**src/rtl/tpp_pkg.sv**
```systemverilog
package tpp_pkg;
    typedef enum logic [2:0] {
        U_IDLE    = 3'd0,
        U_ACTIVE  = 3'd1,
        U_STANDBY = 3'd2,
        U_RETRY   = 3'd3,
        U_RESEL   = 3'd4,
        U_OK      = 3'd5,
        U_FAIL    = 3'd6
    } unit_state_e;
endpackage

```
**src/rtl/attempt_tally.sv**
```systemverilog
module attempt_tally #(
    parameter int CNT_W = 4
) (
    input  logic             clk,
    input  logic             rst_n,
    input  logic             clr,
    input  logic             inc,
    input  logic [CNT_W-1:0] lim_d,
    output logic [CNT_W-1:0] cnt,
    output logic             at_limit
);
    logic [CNT_W-1:0] cnt_q;
    logic [CNT_W-1:0] lim_q;

    always_ff @(posedge clk or negedge rst_n) begin
        if (!rst_n) begin
            cnt_q <= '0;
            lim_q <= '0;
        end else if (clr) begin
            cnt_q <= '0;
            lim_q <= lim_d;
        end else if (inc) begin
            cnt_q <= cnt_q + CNT_W'(1);
        end
    end

    assign cnt      = cnt_q;
    assign at_limit = (cnt_q == lim_q);

    // a count step moves by exactly one
    p_tally_step_r5: assert property (@(posedge clk) disable iff (!rst_n)
        (inc && !clr) |=> (cnt_q == $past(cnt_q) + CNT_W'(1)));
endmodule

```
**src/rtl/log_cursor.sv**
```systemverilog
module log_cursor #(
    parameter int PTR_W = 16,
    parameter int STEP  = 8
) (
    input  logic             clk,
    input  logic             rst_n,
    input  logic             load,
    input  logic [PTR_W-1:0] base,
    input  logic             adv,
    output logic [PTR_W-1:0] ptr
);
    logic [PTR_W-1:0] ptr_q;

    always_ff @(posedge clk or negedge rst_n) begin
        if (!rst_n)    ptr_q <= '0;
        else if (load) ptr_q <= base;
        else if (adv)  ptr_q <= ptr_q + PTR_W'(STEP);
    end

    assign ptr = ptr_q;

    // one double word per attempt
    p_ptr_step_r7: assert property (@(posedge clk) disable iff (!rst_n)
        (adv && !load) |=> (ptr_q == $past(ptr_q) + PTR_W'(STEP)));
endmodule

```
**src/rtl/picker_unit.sv**
```systemverilog
module picker_unit
    import tpp_pkg::*;
#(
    parameter int UNIT_ID = 0,
    parameter int CNT_W   = 4,
    parameter int PTR_W   = 16,
    parameter int STEP    = 8
) (
    input  logic             clk,
    input  logic             rst_n,
    input  logic             op_issue,
    input  logic             rnd_a,
    input  logic             rnd_b,
    input  logic             retry_in,
    input  logic             link_done,
    input  logic             link_ok,
    input  logic [CNT_W-1:0] cfg_limit,
    input  logic             cfg_log_ok,
    input  logic [PTR_W-1:0] ptr_base,
    output logic             xmit,
    output logic             busy,
    output logic             failed,
    output logic             succeeded,
    output logic             retry_out,
    output logic             log_we,
    output logic             log_ok,
    output logic [PTR_W-1:0] log_addr,
    output logic [CNT_W-1:0] cnt
);
    localparam logic MY_ID = UNIT_ID[0];

    unit_state_e      state_q, state_d;
    logic             log_ok_en_q;
    logic             sel_me;
    logic             at_limit;
    logic             step;
    logic [PTR_W-1:0] ptr;

    assign sel_me = ((rnd_a ^ rnd_b) == MY_ID);
    assign step   = retry_in && !op_issue &&
                    ((state_q == U_STANDBY) || (state_q == U_RETRY));

    attempt_tally #(.CNT_W(CNT_W)) u_tally (
        .clk      (clk),
        .rst_n    (rst_n),
        .clr      (op_issue),
        .inc      (step),
        .lim_d    (cfg_limit),
        .cnt      (cnt),
        .at_limit (at_limit)
    );

    log_cursor #(.PTR_W(PTR_W), .STEP(STEP)) u_cursor (
        .clk   (clk),
        .rst_n (rst_n),
        .load  (op_issue),
        .base  (ptr_base),
        .adv   (step),
        .ptr   (ptr)
    );

    always_comb begin
        state_d = state_q;
        if (op_issue) begin
            state_d = sel_me ? U_ACTIVE : U_STANDBY;
        end else begin
            unique case (state_q)
                U_IDLE, U_OK, U_FAIL: state_d = state_q;
                U_ACTIVE: begin
                    if (link_done) begin
                        if (link_ok)       state_d = U_OK;
                        else if (at_limit) state_d = U_FAIL;
                        else               state_d = U_RETRY;
                    end
                end
                U_STANDBY: if (retry_in) state_d = U_RESEL;
                U_RETRY:   state_d = U_RESEL;
                U_RESEL:   state_d = sel_me ? U_ACTIVE : U_STANDBY;
                default:   state_d = U_IDLE;
            endcase
        end
    end

    always_ff @(posedge clk or negedge rst_n) begin
        if (!rst_n) begin
            state_q     <= U_IDLE;
            log_ok_en_q <= 1'b0;
        end else begin
            state_q <= state_d;
            if (op_issue) log_ok_en_q <= cfg_log_ok;
        end
    end

    always_comb begin
        xmit      = (state_q == U_ACTIVE);
        busy      = (state_q == U_ACTIVE) || (state_q == U_RETRY) ||
                    (state_q == U_RESEL);
        retry_out = (state_q == U_RETRY);
        failed    = (state_q == U_FAIL);
        succeeded = (state_q == U_OK);
        log_we    = (state_q == U_ACTIVE) && link_done &&
                    (!link_ok || log_ok_en_q);
        log_ok    = link_ok;
        log_addr  = ptr;
    end

    // both the raiser and the standby unit re-pick after the line
    p_resel_after_retry_r4: assert property (@(posedge clk) disable iff (!rst_n)
        step |=> (state_q == U_RESEL));
    // give up only at the limit
    p_fail_at_limit_r6: assert property (@(posedge clk) disable iff (!rst_n)
        (xmit && link_done && !link_ok && at_limit && !op_issue) |=> failed);
    // every failed report is logged
    p_log_fail_r7: assert property (@(posedge clk) disable iff (!rst_n)
        (xmit && link_done && !link_ok) |-> (log_we && !log_ok));
    // the standby unit never logs
    p_standby_quiet_r2: assert property (@(posedge clk) disable iff (!rst_n)
        (state_q == U_STANDBY) |-> !log_we);
endmodule

```
**src/rtl/twin_port_picker.sv**
```systemverilog
module twin_port_picker #(
    parameter int CNT_W = 4,
    parameter int PTR_W = 16,
    parameter int STEP  = 8
) (
    input  logic               clk,
    input  logic               rst_n,
    input  logic               op_issue,
    input  logic               rnd_a,
    input  logic               rnd_b,
    input  logic [CNT_W-1:0]   cfg_limit,
    input  logic               cfg_log_ok,
    input  logic [PTR_W-1:0]   ptr_base,
    input  logic [1:0]         link_done,
    input  logic [1:0]         link_ok,
    output logic [1:0]         xmit,
    output logic [1:0]         busy,
    output logic [1:0]         failed,
    output logic [1:0]         succeeded,
    output logic               retry_line,
    output logic               log_we,
    output logic               log_ok,
    output logic [PTR_W-1:0]   log_addr,
    output logic [2*CNT_W-1:0] retry_cnt
);
    localparam int UNITS = 2;

    logic [UNITS-1:0] retry_v;
    logic [UNITS-1:0] we_v;
    logic [UNITS-1:0] ok_v;
    logic [PTR_W-1:0] addr_v [UNITS];
    logic [CNT_W-1:0] cnt_v  [UNITS];

    for (genvar g = 0; g < UNITS; g++) begin : g_unit
        picker_unit #(
            .UNIT_ID (g),
            .CNT_W   (CNT_W),
            .PTR_W   (PTR_W),
            .STEP    (STEP)
        ) u_unit (
            .clk        (clk),
            .rst_n      (rst_n),
            .op_issue   (op_issue),
            .rnd_a      (rnd_a),
            .rnd_b      (rnd_b),
            .retry_in   (retry_line),
            .link_done  (link_done[g]),
            .link_ok    (link_ok[g]),
            .cfg_limit  (cfg_limit),
            .cfg_log_ok (cfg_log_ok),
            .ptr_base   (ptr_base),
            .xmit       (xmit[g]),
            .busy       (busy[g]),
            .failed     (failed[g]),
            .succeeded  (succeeded[g]),
            .retry_out  (retry_v[g]),
            .log_we     (we_v[g]),
            .log_ok     (ok_v[g]),
            .log_addr   (addr_v[g]),
            .cnt        (cnt_v[g])
        );
        assign retry_cnt[g*CNT_W +: CNT_W] = cnt_v[g];
    end

    assign retry_line = |retry_v;

    always_comb begin
        log_we   = 1'b0;
        log_ok   = 1'b0;
        log_addr = '0;
        for (int i = 0; i < UNITS; i++) begin
            if (we_v[i]) begin
                log_we   = 1'b1;
                log_ok   = ok_v[i];
                log_addr = addr_v[i];
            end
        end
    end

    // never two transmitters
    p_single_xmit_r2: assert property (@(posedge clk) disable iff (!rst_n)
        $onehot0(xmit));
    // only one raiser, for one cycle
    p_single_raiser_r3: assert property (@(posedge clk) disable iff (!rst_n)
        $onehot0(retry_v));
    p_retry_pulse_r3: assert property (@(posedge clk) disable iff (!rst_n)
        retry_line |=> !retry_line);
    // counts stay in step
    p_lockstep_r5: assert property (@(posedge clk) disable iff (!rst_n)
        cnt_v[0] == cnt_v[1]);
    // nobody transmits while re-picking
    p_no_xmit_after_retry_r4: assert property (@(posedge clk) disable iff (!rst_n)
        (retry_line && !op_issue) |=> (xmit == 2'b00));
endmodule

```
**config.mk**
```make
export PLATFORM = sky130hd
export DESIGN_NAME = twin_port_picker
export DESIGN_NICKNAME = d
export VERILOG_FILES = /design/src/rtl/tpp_pkg.sv /design/src/rtl/attempt_tally.sv /design/src/rtl/log_cursor.sv /design/src/rtl/picker_unit.sv /design/src/rtl/twin_port_picker.sv
export SDC_FILE = /design/constraint.sdc
export NUM_CORES = 1
export LEC_CHECK = 0
export BUFFER_PORTS_ARGS = -buffer_cell sky130_fd_sc_hd__buf_2
export CAP_MARGIN = 15
export CORE_MARGIN = 5
export CORE_UTILIZATION = 55
export DETAILED_ROUTE_END_ITERATION = 6
export PLACE_DENSITY = 0.8
export SYNTH_ARGS = -nofsm -noshare
export SYNTH_HDL_FRONTEND = slang
export SYNTH_SLANG_ARGS = --single-unit
```
**constraint.sdc**
```tcl
create_clock -name clk -period 2.5 [get_ports clk]
set_input_delay 0.25 -clock clk [delete_from_list [all_inputs] [get_ports clk]]
set_output_delay 0.25 -clock clk [all_outputs]
set_load 0.1 [all_outputs]
```
==> implementation parameters <==
Parameter                              Value

Timing
  Worst-Margin Slew ... 752.7 ps
  Period utilization ... 96.45%
  Unrepaired setup endpoints after global routing ... false
  Final max-slew violation count ... 0
  Final setup violation count ... 0
  Min Clock Period, post-route ... 2411 ps
  Headroom to the max-slew limit ... 49.51%
  Top achievable clock speed ... 0.4147 GHz
  Total Neg Setup Slack ... 0 ps
  Count of final hold-check violations ... 0
  Final Skew ... 6.730 ps

Clock network
  Worst skew pair latency ... 310 ps
  H-tree lvl count ... 2
  TritonCTS buffer count ... 5
  Clock sink count ... 51
  Clock tree from TritonCTS ... built
  Post-CTS Repair Setup Buffers ... 0
  Deepest clock path buffer count ... 2
  Clock slew at reported path FFs ... 90 ps
  Number of buffers inserted for hold repair after clock tree synthesis ... 0
  Root buffer cell ... sky130_fd_sc_hd__clkbuf_8
  Post-CTS Resized ... 0

Final layout
  Area growth, synth to finish ... 15.50%
  Fraction of layout instances using a drive strength above 1 ... 28.79%
  Antenna fix cells ... 0
  Most frequent standard cell in the layout excluding fill and tap cells ... sky130_fd_sc_hd__dfrtp_1
  Final Core Density ... 64.69%
  Number of non-filler instances in the completed layout ... 464
  Sequential cell area ... 1277 sq um
  Most used cells in the layout excluding fill and tap cells ... sky130_fd_sc_hd__dfrtp_1 (50), sky130_fd_sc_hd__buf_2 (47), sky130_fd_sc_hd__xnor2_1 (22)
  Count of nets after finishing ... 422
  Area of the multi-input gates ... 1788 sq um
  Fillers ... 491

Worst setup path
  RR Startpoint ... g_unit[1].u_unit.state_q[0]$_DFFE_PN0P_
  WP data arrival ... 2160 ps
  Critical path type ... reg2out
  Worst-path maximum fanout ... 16
  Reg2reg path depth ... 5
  Required time worst endpoint ... 2250 ps
  Crit start category ... flop
  CP endpoint kind ... output port
  Slack of the worst reg-to-reg path ... 510 ps
  Worst reg2reg endpoint ... g_unit[0].u_unit.u_cursor.ptr[12]$_DFFE_PN0P_

Drt
  Remaining number of nets flagged by the antenna check after routing ... 0
  Detailed Route Iter0 Violations ... 93
  Post-detailed-route wirelength per cell ... 16.84 microns
  Detailed Routing Iterations Pass 1 ... 5
  Via count normalized by instance count ... 5.836
  DR vias ... 2,708
  Sum of routed wire length over all layers ... 7815 microns
  DRC viols ... 0

Run status
  Outcome ... finished, final reports clean

Floorplan
  Vertical extent of the die ... 87.19 microns
  Chip width ... 87.19 microns
  Io pins ... 65
  Die area ... 7601 sq um
  Count of standard-cell rows ... 28
  Initial core utilization ... 56.01%
  Core box area ... 5851 sq um

Power and ir drop
  Worst vdd rail ir drop ... 380.1 uV
  Power per Cell Area ... 679.8 nW/um^2
  Total design power ... 2.573 mW
  Static leakage ... 1.657 nW

Synthesis
  Synth Register Bits ... 51
  Fraction of the mapped netlist area in adder cells ... 1.527%
  Post-synth EDFFs ... 0
  Average instance area after synthesis ... 9.870 sq um
  Cells after Synth ... 332
  Netlist Area Pre-Place ... 3277 sq um
  Portion of the post-synthesis area used by sequential elements ... 38.95%
  Combinational family with the most area after synthesis ... compound AO/OA/AOI/OAI gates
  Synthesis warning total ... 0
  Prevailing post-synth register cell ... sky130_fd_sc_hd__dfrtp_1
  Post-synthesis simple-gate area fraction ... 15.62%
  Net count after synthesis ... 366
  Portion of netlist area occupied by mux cells ... 7.064%
  Fraction of synthesis flops using an asynchronous set or reset pin ... 100.0%
  Post-synthesis share of cell area spent on xor and xnor gates ... 7.751%
  Post-synth cell types ... 57
  Synthesized-area fraction occupied by ao, oa, aoi and oai cells ... 22.49%

Global routing
  Global Route Usage Sum ... 22.13%
  Global-route wire length before repair ... 13,470 microns
  Overflow left after global routing ... 0
  Number of global-route vias before repair ... 2,818
  Number of antenna violations at the first check in global routing ... 0
  Maximum number of pins on one net before global-route repair ... 52

Placement
  Placed cell count ... 456
  Port Buffers ... 64
  Final weighted congestion in routability-driven placement ... 0.8129
  Post-detailed-placement half-perimeter wirelength ... 5834 microns

Run
  Count of maximum capacitance violations ... 0

Min path
  Type of the worst min-delay path ... in2async
==> metrics by stage <==
step	worst slack (ps)	instance area, sq um	hold WS, ps
finish	88.81	3785	42.82
global route	1.168	3785	97.73
CTS	19.45	3744	70.29
detailed placement	388.2	3643	407.6
global placement	444.5	3643	408.1
floorplan	5.149	3281	-45.59
==> synth_stat cells, types with 2 or more instances <==
library cell | instances | area share [%]
sky130_fd_sc_hd__o211ai_1 | 9 | 2.1
sky130_fd_sc_hd__nand4_1 | 3 | 0.57
sky130_fd_sc_hd__o21a_1 | 10 | 2.3
sky130_fd_sc_hd__and2_1 | 2 | 0.38
sky130_fd_sc_hd__o2111ai_1 | 5 | 1.3
sky130_fd_sc_hd__clkbuf_1 | 7 | 0.80
sky130_fd_sc_hd__xor2_1 | 7 | 1.9
sky130_fd_sc_hd__buf_4 | 11 | 2.5
sky130_fd_sc_hd__mux2i_1 | 4 | 1.2
sky130_fd_sc_hd__nor2b_1 | 6 | 1.1
sky130_fd_sc_hd__a31oi_1 | 5 | 0.95
sky130_fd_sc_hd__nor2_1 | 19 | 2.2
sky130_fd_sc_hd__ha_1 | 4 | 1.5
sky130_fd_sc_hd__and3b_1 | 2 | 0.53
sky130_fd_sc_hd__buf_2 | 8 | 1.2
sky130_fd_sc_hd__and4_1 | 3 | 0.80
sky130_fd_sc_hd__nand3_1 | 7 | 1.1
sky130_fd_sc_hd__o31a_1 | 7 | 1.9
sky130_fd_sc_hd__a21oi_1 | 7 | 1.1
sky130_fd_sc_hd__or3_1 | 3 | 0.57
sky130_fd_sc_hd__inv_1 | 13 | 1.5
sky130_fd_sc_hd__mux2_2 | 17 | 5.8
sky130_fd_sc_hd__o2111ai_4 | 2 | 1.6
sky130_fd_sc_hd__and3_1 | 6 | 1.1
sky130_fd_sc_hd__nor3_1 | 8 | 1.2
sky130_fd_sc_hd__a22o_1 | 16 | 4.3
sky130_fd_sc_hd__o21ai_0 | 17 | 2.6
sky130_fd_sc_hd__dfrtp_1 | 51 | 39
sky130_fd_sc_hd__nand2_1 | 15 | 1.7
sky130_fd_sc_hd__and4b_1 | 2 | 0.61
sky130_fd_sc_hd__nand2b_1 | 8 | 1.5
sky130_fd_sc_hd__xnor2_1 | 22 | 5.9
sky130_fd_sc_hd__o21ai_4 | 2 | 0.99
==> cell type report <==
cell class,count,share of cell area (%)
multi-input combinational,239,47.24
sequential,51,33.75
timing repair buffer,77,12.50
clock buffer,8,2.645
tap,75,2.479
inverter,14,1.388
==> registers in the layout (all words and copies together), names as in the netlist <==
signal                       count
g_unit.u_unit.log_ok_en_q        1
g_unit.u_unit.u_tally.lim_q      4
g_unit.u_unit.u_cursor.ptr      32
g_unit.u_unit.u_tally.cnt        8
g_unit.u_unit.state_q            6
==> power breakdown <==
part	internal (mW)	leakage, nW	switching, mW
sequential	0.918	0.613	0.133
clock	0.253	0.0515	0.270
combinational	0.312	0.992	0.687
==> worst max path at each step <==
stage / from / endpoint / slack (ps) / cells past startpoint
3_5_place_dp: g_unit[1].u_unit.state_q[2]$_DFFE_PN0P_ / log_addr[1] / 390 / 7
5_1_grt: g_unit[1].u_unit.state_q[2]$_DFFE_PN0P_ / log_addr[15] / 1 / 7
2_1_floorplan: g_unit[0].u_unit.state_q[0]$_DFFE_PN0P_ / retry_line / 5 / 4
3_3_place_gp: g_unit[0].u_unit.state_q[1]$_DFFE_PN0P_ / log_addr[3] / 440 / 6
4_1_cts: g_unit[1].u_unit.state_q[2]$_DFFE_PN0P_ / log_addr[1] / 20 / 7
6_report: g_unit[1].u_unit.state_q[2]$_DFFE_PN0P_ / log_addr[8] / 90 / 7
==> kinds of logic (layout without fill, tap and decap cells) <==
logic type               after synthesis  after routing
AO/OA/AOI/OAI                         93             93
XOR/XNOR                              29             29
adder cells (fa/ha/maj)                4              4
buffers and inverters                 42             99
flip-flops                            51             51
multiplexers                          21             21
AND/OR/NAND/NOR                       92             92
==> critical path, cell delays in order (launching register included) <==
cell,delay [ps]
sky130_fd_sc_hd__dfrtp_2,480
sky130_fd_sc_hd__nand4bb_1,260
sky130_fd_sc_hd__a21oi_2,190
sky130_fd_sc_hd__buf_4,190
sky130_fd_sc_hd__nor2_2,50
sky130_fd_sc_hd__buf_4,200
sky130_fd_sc_hd__a22o_1,200
sky130_fd_sc_hd__clkbuf_4,270
==> metal layers <==
layer	global-route usage, %	part of all wire [%]
met1	28.37	43
met2	38.23	50
met3	4.068	5.5
met4	6.137	1.0
met5	0	0
Note: power is estimated with default switching activity, not from simulation.
